## src/rtl/stat_pkt_pkg.sv

```systemverilog
`timescale 1ns/1ps
package stat_pkt_pkg;
   localparam int TAG_W = 6;

   typedef enum logic [1:0] {
      MODE_OFF  = 2'd0,
      MODE_ONCE = 2'd1,
      MODE_AUTO = 2'd2,
      MODE_CONT = 2'd3
   } rpt_mode_t;

   typedef enum logic [1:0] {
      ST_IDLE,
      ST_REQ,
      ST_SEND
   } ser_state_t;

   // bytes in one packet: address, tag byte, then the remaining status bits by eight
   function automatic int pkt_bytes(input int pbits);
      return 2 + (pbits - 2 + 7) / 8;
   endfunction
endpackage

```

## src/rtl/stat_pkt_cfg.sv

```systemverilog
`timescale 1ns/1ps
module stat_pkt_cfg
   import stat_pkt_pkg::*;
(
   input  logic             clk,
   input  logic             arst,
   input  logic             srst,
   input  logic             ctl_we,
   input  logic [7:0]       ctl_data,
   input  logic             start,
   output rpt_mode_t        mode,
   output logic [TAG_W-1:0] tag
);
   always_ff @(posedge clk or posedge arst) begin
      if (arst) begin
         mode <= MODE_OFF;
         tag  <= '0;
      end else if (srst) begin
         mode <= MODE_OFF;
         tag  <= '0;
      end else if (ctl_we) begin
         mode <= rpt_mode_t'(ctl_data[7:6]);
         tag  <= ctl_data[TAG_W-1:0];
      end else if (start && mode == MODE_ONCE) begin
         mode <= MODE_OFF;
      end
   end
endmodule

```

## src/rtl/stat_pkt_pack.sv

```systemverilog
`timescale 1ns/1ps
module stat_pkt_pack
   import stat_pkt_pkg::*;
#(
   parameter int         PAYLOAD_BITS = 15,
   parameter logic [7:0] ADDR_BYTE    = 8'h3C,
   localparam int        NB           = pkt_bytes(PAYLOAD_BITS),
   localparam int        FRAME_W      = 8 * NB
)(
   input  logic [PAYLOAD_BITS-1:0] status,
   input  logic [TAG_W-1:0]        tag,
   output logic [FRAME_W-1:0]      frame
);
   assign frame[7:0]  = ADDR_BYTE;
   assign frame[15:8] = {tag, status[1:0]};

   generate
      if (NB > 2) begin : g_ext
         localparam int EXT_W = 8 * (NB - 2);
         logic [EXT_W-1:0] ext;
         always_comb begin
            ext = '0;
            ext[PAYLOAD_BITS-3:0] = status[PAYLOAD_BITS-1:2];
         end
         assign frame[FRAME_W-1:16] = ext;
      end
   endgenerate
endmodule

```

## src/rtl/stat_pkt_ser.sv

```systemverilog
`timescale 1ns/1ps
module stat_pkt_ser
   import stat_pkt_pkg::*;
#(
   parameter int         PAYLOAD_BITS = 15,
   parameter logic [7:0] ADDR_BYTE    = 8'h3C,
   localparam int        NB           = pkt_bytes(PAYLOAD_BITS),
   localparam int        FRAME_W      = 8 * NB,
   localparam int        CW           = $clog2(NB + 1)
)(
   input  logic                    clk,
   input  logic                    arst,
   input  logic                    srst,
   input  rpt_mode_t               mode,
   input  logic [PAYLOAD_BITS-1:0] status,
   input  logic [FRAME_W-1:0]      frame,
   input  logic                    ack,
   output logic                    start,
   output logic                    req,
   output logic [7:0]              ad
);
   ser_state_t              state;
   logic [FRAME_W-1:0]      shreg;
   logic [CW-1:0]           left;
   logic [PAYLOAD_BITS-1:0] last_sent;
   logic                    due;

   always_comb begin
      case (mode)
         MODE_ONCE, MODE_CONT: due = 1'b1;
         MODE_AUTO:            due = (status != last_sent);
         default:              due = 1'b0;
      endcase
   end

   assign start = (state == ST_IDLE) && due;
   assign req   = (state == ST_REQ);
   assign ad    = (state == ST_IDLE) ? 8'h00 : shreg[7:0];

   always_ff @(posedge clk or posedge arst) begin
      if (arst) begin
         state     <= ST_IDLE;
         shreg     <= '0;
         left      <= '0;
         last_sent <= '0;
      end else if (srst) begin
         state     <= ST_IDLE;
         shreg     <= '0;
         left      <= '0;
         last_sent <= '0;
      end else begin
         case (state)
            ST_IDLE: if (start) begin
               shreg     <= frame;
               last_sent <= status;
               state     <= ST_REQ;
            end
            ST_REQ: if (ack) begin
               shreg <= shreg >> 8;
               left  <= CW'(NB - 1);
               state <= ST_SEND;
            end
            default: begin
               shreg <= shreg >> 8;
               left  <= left - 1'b1;
               if (left == CW'(1)) state <= ST_IDLE;
            end
         endcase
      end
   end

   p_addr_r2: assert property (@(posedge clk) disable iff (arst || srst)
      req |-> (ad == ADDR_BYTE));
   p_hold_r4: assert property (@(posedge clk) disable iff (arst || srst)
      (req && !ack) |=> (req && $stable(ad)));
   p_drop_r5: assert property (@(posedge clk) disable iff (arst || srst)
      (req && ack) |=> !req);
endmodule

```

## src/rtl/stat_pkt_gen.sv

```systemverilog
`timescale 1ns/1ps
module stat_pkt_gen
   import stat_pkt_pkg::*;
#(
   parameter int         PAYLOAD_BITS = 15,
   parameter logic [7:0] ADDR_BYTE    = 8'h3C
)(
   input  logic                    clk,
   input  logic                    arst,
   input  logic                    srst,
   input  logic                    ctl_we,
   input  logic [7:0]              ctl_data,
   input  logic [PAYLOAD_BITS-1:0] status,
   output logic [7:0]              pkt_ad,
   output logic                    pkt_req,
   input  logic                    pkt_ack
);
   localparam int NB = pkt_bytes(PAYLOAD_BITS);

   generate
      if (PAYLOAD_BITS < 2 || PAYLOAD_BITS > 26) begin : g_bad_width
         $error("stat_pkt_gen: PAYLOAD_BITS must lie in 2..26");
      end
   endgenerate

   rpt_mode_t          mode;
   logic [TAG_W-1:0]   tag;
   logic               start;
   logic [8*NB-1:0]    frame;

   stat_pkt_cfg u_cfg (
      .clk(clk), .arst(arst), .srst(srst),
      .ctl_we(ctl_we), .ctl_data(ctl_data), .start(start),
      .mode(mode), .tag(tag)
   );

   stat_pkt_pack #(.PAYLOAD_BITS(PAYLOAD_BITS), .ADDR_BYTE(ADDR_BYTE)) u_pack (
      .status(status), .tag(tag), .frame(frame)
   );

   stat_pkt_ser #(.PAYLOAD_BITS(PAYLOAD_BITS), .ADDR_BYTE(ADDR_BYTE)) u_ser (
      .clk(clk), .arst(arst), .srst(srst), .mode(mode), .status(status),
      .frame(frame), .ack(pkt_ack), .start(start), .req(pkt_req), .ad(pkt_ad)
   );

   p_once_off_r8: assert property (@(posedge clk) disable iff (arst || srst)
      (start && mode == MODE_ONCE && !ctl_we) |=> (mode == MODE_OFF));
   p_off_quiet_r10: assert property (@(posedge clk) disable iff (arst || srst)
      (mode == MODE_OFF && !ctl_we && !pkt_req) |=> !pkt_req);
endmodule

```

## config.mk

```make
export PLATFORM = sky130hd
export DESIGN_NAME = stat_pkt_gen
export DESIGN_NICKNAME = d
export VERILOG_FILES = /design/src/rtl/stat_pkt_pkg.sv /design/src/rtl/stat_pkt_cfg.sv /design/src/rtl/stat_pkt_pack.sv /design/src/rtl/stat_pkt_ser.sv /design/src/rtl/stat_pkt_gen.sv
export SDC_FILE = /design/constraint.sdc
export NUM_CORES = 1
export LEC_CHECK = 0
export BUFFER_PORTS_ARGS = -buffer_cell sky130_fd_sc_hd__buf_2
export CORE_UTILIZATION = 48
export CTS_BUF_LIST = sky130_fd_sc_hd__clkbuf_2 sky130_fd_sc_hd__clkbuf_4 sky130_fd_sc_hd__clkbuf_8
export DETAILED_ROUTE_END_ITERATION = 6
export GPL_TIMING_DRIVEN = 0
export HOLD_SLACK_MARGIN = 0.08
export PLACE_DENSITY = 0.68
export SKIP_CTS_REPAIR_TIMING = 1
export SKIP_LAST_GASP = 1
export SLEW_MARGIN = 20
export SYNTH_ARGS = -nofsm -noshare
export SYNTH_HDL_FRONTEND = slang
export SYNTH_SLANG_ARGS = --single-unit
```

## constraint.sdc

```tcl
create_clock -name clk -period 2.9 [get_ports clk]
set_input_delay 0.58 -clock clk [delete_from_list [all_inputs] [get_ports clk]]
set_output_delay 0.58 -clock clk [all_outputs]
set_load 0.005 [all_outputs]
```

Word level (Yosys, flattened, before mapping)
Index checks and enable logic that the tools add are counted.

word-level totals
  input bits = 28
  logic and storage cells = 51
  output and inout port bits = 9
  register bits after elaboration = 60

operators by class
  equality and inequality tests = 9
  reduce and logical (&&, ||, !) cells = 13
  mux-type cells = 22
  add/subtract/negate cells = 1

operator list
  kind                                                  number
  2-to-1 mux 32 bit                                     3
  case mux 32 bit (2 select lines)                      1
  2-to-1 mux 15 bit                                     3
  != test 15 bit                                        1
  2-to-1 mux 2 bit                                      7
  2-to-1 mux 6 bit                                      2
  2-to-1 mux 8 bit                                      1
  2-to-1 mux 3 bit                                      2
  case mux 3 bit (2 select lines)                       1
  AND reduction 2 bit                                   3
  nonzero test 2 bit                                    3
  equality test 2 x 1 -> 1 bit (second input constant)  2
  equality test 2 bit (second input constant)           2
  case mux 2 bit (2 select lines)                       1
  nonzero test 4 bit                                    1
  equality test 3 x 1 -> 1 bit (second input constant)  1
  != test 3 x 2 -> 1 bit (second input constant)        1
  != test 3 bit (second input constant)                 1
  AND reduction 3 bit                                   1
  nonzero test 3 bit                                    1
  subtractor 3 x 1 -> 3 bit (second input constant)     1
  logical AND 1 bit                                     2
  logical NOT 2 bit                                     1
  != test 2 bit (second input constant)                 1
  other kinds (2)                                       2

Depth between registers and ports, before layout
  depth in word-level cells = 8
  depth in mapped cells = 8
  mapped depth without buffers = 6

By module
From an unflattened synthesis, not the netlist that was laid out.

unflattened totals
  cell total of the unflattened synthesis = 296
  area, all modules = 3234.4 um^2

by module, submodules not included
  module         times used  cells an instance  seq. area each (um^2)  area an instance (um^2)
  stat_pkt_ser   1           233                1301.2                 2632.5
  stat_pkt_cfg   1           29                 200.2                  354.1
  stat_pkt_pack  1           34                 0.0                    247.7

Least setup slack after synthesis
No wires, ideal clock.

  path type = input to register
  start = input port status[4]
  end = register u_ser.shreg[10]
  path buffers = 1
  stages = 6
  required time = 2775 ps
  data arrival time = 1967 ps
  slack = 807 ps
  library setup time = 125 ps
  cell sequence = xnor2_1 nand4_1 o41ai_2 a31oi_2 buf_6 mux2_4

between the ends
  cells in the longest elaborated chain, start to end = 5

ends and longest elaborated chain
  item                                  RTL line            source
  from (decl)                           stat_pkt_gen.sv:13  input logic [PAYLOAD_BITS-1:0] status,
  != test 15 bit                        stat_pkt_ser.sv:31  MODE_AUTO: due = (status != last_sent);
  case mux 1 bit (2 select lines)       stat_pkt_ser.sv:29  case (mode)
  logical AND 1 bit                     stat_pkt_ser.sv:36  assign start = (state == ST_IDLE) && due;
  != test 3 bit (no source line)        --
  AND reduction 2 bit (no source line)  --
  to (signal assigned)                  stat_pkt_ser.sv:54  shreg <= frame;
  to (signal assigned)                  stat_pkt_ser.sv:59  shreg <= shreg >> 8;
  to (signal assigned)                  stat_pkt_ser.sv:64  shreg <= shreg >> 8;
  to (decl)                             stat_pkt_ser.sv:23  logic [FRAME_W-1:0] shreg;

Every way passes these cells.
A chain may end at the register's enable or synchronous reset.

Worst setup path in the final report
  start = register u_ser.state[0]
  end = output port pkt_ad[3]

between the ends
  cells in the longest elaborated chain, start to end = 2

ends and longest elaborated chain
  item                    RTL line            source
  from (decl)             stat_pkt_ser.sv:22  ser_state_t state;
  from (signal assigned)  stat_pkt_ser.sv:42  state <= ST_IDLE;
  from (signal assigned)  stat_pkt_ser.sv:47  state <= ST_IDLE;
  from (signal assigned)  stat_pkt_ser.sv:56  state <= ST_REQ;
  logical NOT 2 bit       stat_pkt_ser.sv:38  assign ad = (state == ST_IDLE) ? 8'h00 : shreg[7:0];
  2-to-1 mux 8 bit        stat_pkt_ser.sv:38
  to (decl)               stat_pkt_gen.sv:14  output logic [7:0] pkt_ad,

Every way passes these cells.

==> impl_metrics.csv <==
group,metric,value,unit
status,run_status,"complete, no violations",
sta,finalSetupTns,0,ns
sta,fmax,0.381,GHz
placement,hpwl,4120,um
clock_tree,cts_tree,"built",
sta,worst_slack,0.276,ns
synth,synthCells,258,
worst_setup_path,start_kind,"flop",
cells_and_area,final-instance-count-excl-fill,379,
placement,portBuffers,35,
floorplan,io_pins,37,
floorplan,die_y,77.3,um
power_and_ir_drop,p_comb_frac,0.168,
detailed_routing,drtAntennaViolNets,0,
worst_setup_path,critPathCaptureType,"output pin",
clock_tree,cts-buffers-inserted,9,
synth,ys_warn_count,0,
detailed_routing,vias_per_cell,5.34,
cells_and_area,syn2layout_area_growth,16.3,%
synth,ys_seq_elements,57,
placement,gpl.final_weighted_congestion,0.796,
grt,grt_util_met2,0.326,
grt,met1_usage,0.309,
cells_and_area,nets,334,
power_and_ir_drop,ir_drop,266,uV
detailed_routing,dr.first_iter.drc_count,165,
clock_tree,cts_sinks,57,
detailed_routing,avgRoutedWirePerCell,15.9,um
sta,finalSetupViolCount,0,
sta,rsz0062_at_grt,"false",
grt,grt_pass1_wl,9970,um
cells_and_area,fill_cells,493,
sta,hold_viol,0,
cells_and_area,drive_gt1_frac,0.235,
placement,place_area,2990,um^2
sta,worstMarginPinSlew,0.705,ns
power_and_ir_drop,p_int,1.38,mW
cells_and_area,design_area,3160,um^2
floorplan,die_area,5970,um^2
synth,netlist_area,2720,um^2
detailed_routing,vias,2023,
worst_setup_path,worstPathMaxFanout,10,
clock_tree,clk_latency,0.33,ns
grt,use_met3,0.0464,
clock_tree,cts_root_buf,"clkbuf_8",
detailed_routing,drc_errors,0,
synth,synth_seq_area_share,0.524,
sta,timing.final.max_slew_violations,0,
worst_setup_path,critPathKind,"flop to output pin",
power_and_ir_drop,power.share.sequential,0.477,
power_and_ir_drop,power,1.90,mW
placement,dpl.cell_count,365,
power_and_ir_drop,switching_power,515,uW
clock_tree,path_clk_slew,0.06,ns
floorplan,num_rows,27,
floorplan,start_util,0.497,
synth,synth.avg_cell_area,10.5,um^2
grt,grt_pass1_vias,2030,
worst_setup_path,arrival,2.04,ns
synth,yosysUniqueCellTypes,36,
grt,grt-busiest-layer,"met2",
sta,post-route-period-util,0.905,
clock_tree,ctsHtreeMaxLevel,3,
floorplan,fp.dieW,77.3,um
floorplan,core_area,5470,um^2
grt,gr-total-overflow,0,
placement,dp_slack,0.241,ns
sta,relSlewSlack,0.530,
worst_setup_path,worstPathRequired,2.32,ns
detailed_routing,detail_route.first_pass.iterations,4,
power_and_ir_drop,power_leakage,1.49,nW
synth,syn_nets,288,
cells_and_area,diodes,0,
power_and_ir_drop,netSwitchingFraction,0.272,
worst_hold_path,hp-class,"input pin to asynchronous set/reset pin",
power_and_ir_drop,powerDensity,599,nW/um^2
sta,min_period,2.62,ns
clock_tree,cts_buffer_depth,2,
power_and_ir_drop,clockPowerShare,0.354,
flow_run,maxCapViolCount,0,
grt,grt_usage,0.222,
sta,finClkSkew,0.00608,ns
detailed_routing,wirelength,6020,um
grt,grt_antenna_before_repair,0,
grt,grt_start_max_net_pins,58,
## registers in the layout, indices dropped and copies added, names as in the netlist
register and count:
u_ser.state 2, u_ser.shreg 29, u_cfg.mode 2, u_ser.last_sent 15, u_cfg.tag 6, u_ser.left 3
## area by class of cell
cell class / count / area [um^2] / area share
flip-flops and latches: 57 / 1430 / 0.451
clock buffers: 14 / 174 / 0.0550
plain buffers: 15 / 67.6 / 0.0214
well taps: 72 / 90.1 / 0.0285
inverters: 17 / 66.3 / 0.0210
repair buffers: 35 / 175 / 0.0554
multi-input cells: 169 / 1160 / 0.368
## placed cells by master (no fill, tap or decap), types with 2 or more instances in the layout
cell type	count
clkbuf_8	11
a22o_1	16
clkbuf_4	3
nor3_1	3
o2bb2ai_1	8
nor2_1	18
a21oi_1	18
ha_1	2
and2_1	4
nand3_1	2
buf_1	2
mux2_4	8
mux2_2	5
o21ai_0	10
mux2i_1	7
inv_1	16
a211oi_1	2
nand2_1	32
xnor2_1	15
clkbuf_1	9
buf_2	37
dfrtp_1	57
or2_2	2
a2bb2oi_1	2
nand4_1	3
## path summary, 6_finish.rpt
check	slack, ns	startpoint	endpoint	depth (start not counted)
setup / recovery	0.28	u_ser.state[0]$_DFFE_PP0P_	pkt_ad[3]	6
setup reg to reg	0.59	u_ser.last_sent[8]$_DFFE_PP0P_	u_ser.last_sent[11]$_DFFE_PP0P_	6
hold / removal	0.37	arst	u_ser.last_sent[5]$_DFFE_PP0P_	2
hold reg to reg	0.51	u_ser.shreg[2]$_DFFE_PP0P_	u_ser.shreg[2]$_DFFE_PP0P_	1
min in group clk	0.49	ctl_data[7]	u_cfg.mode[1]$_DFFE_PP0P_	3
max in group asynchronous	2.07	arst	u_cfg.tag[2]$_DFFE_PP0P_	2
## critical path, stage by stage (launching register included)
cell      delay, ns
dfrtp_1        0.32
clkbuf_1       0.26
or2_2          0.20
clkbuf_1       0.37
clkbuf_2       0.31
and2_1         0.15
buf_2          0.10
## per-layer routing
layer / up-vias / part of all wire
met2: 51 / 0.44
met3: 12 / 0.038
met4: 0 / 0.021
met1: 983 / 0.50
li1: 977 / -
met5: - / 0
## power groups by stage
stage	logic [mW]	clock network, mW	registers (mW)
global placement	0.314	0	0.915
detailed placement	0.320	0	0.917
finish	0.319	0.672	0.905
CTS	0.321	0.677	0.904
global route	0.355	0.709	0.912
floorplan	0.230	0	0.906
## cells in the mapped netlist, drive strengths merged
library cell  instances  area [um^2]
dfrtp                57         1430
nand2                32          120
a21oi                18         90.1
nor2                 18         67.6
inv                  17         63.8
a22o                 16          140
xnor2                15          131
mux2                 13          176
clkbuf               10         37.5
o21ai                10         50.1
o2bb2ai               8         70.1
mux2i                 7         70.1
buf                   5         28.8
and2                  4         25.0
nand4                 3         18.8
nor3                  3         15.0
a211oi                2         15.0
a2bb2oi               2         17.5
ha                    2         25.0
nand3                 2         10.0
o41ai                 2         25.0
or2                   2         12.5
a22oi                 1         7.51
a31o                  1         8.76
a31oi                 1         12.5
and3                  1         6.26
nand3b                1         7.51
nand4b                1         8.76
nor2b                 1         6.26
o21a                  1         7.51
o2bb2a                1         10.0
xor2                  1         8.76
## kinds of logic (layout without fill, tap and decap cells)
family                   after synthesis  in the layout  synth area share
XOR/XNOR                              16             16            0.0515
AO/OA/AOI/OAI                         63             63             0.167
buffers and inverters                 32             81            0.0478
multiplexers                          20             20            0.0906
flip-flops                            57             57             0.524
adder cells (fa/ha/maj)                2              2           0.00920
AND/OR/NAND/NOR                       68             68             0.109
## stage by stage
step,hold slack [ns],utilization
after floorplan,0.450,-
after global placement,0.470,0.545
after detailed placement,0.473,0.546
after CTS,0.394,0.578
after global routing,0.429,0.578
final,0.369,0.578
Note: power is estimated with default switching activity, not from simulation.
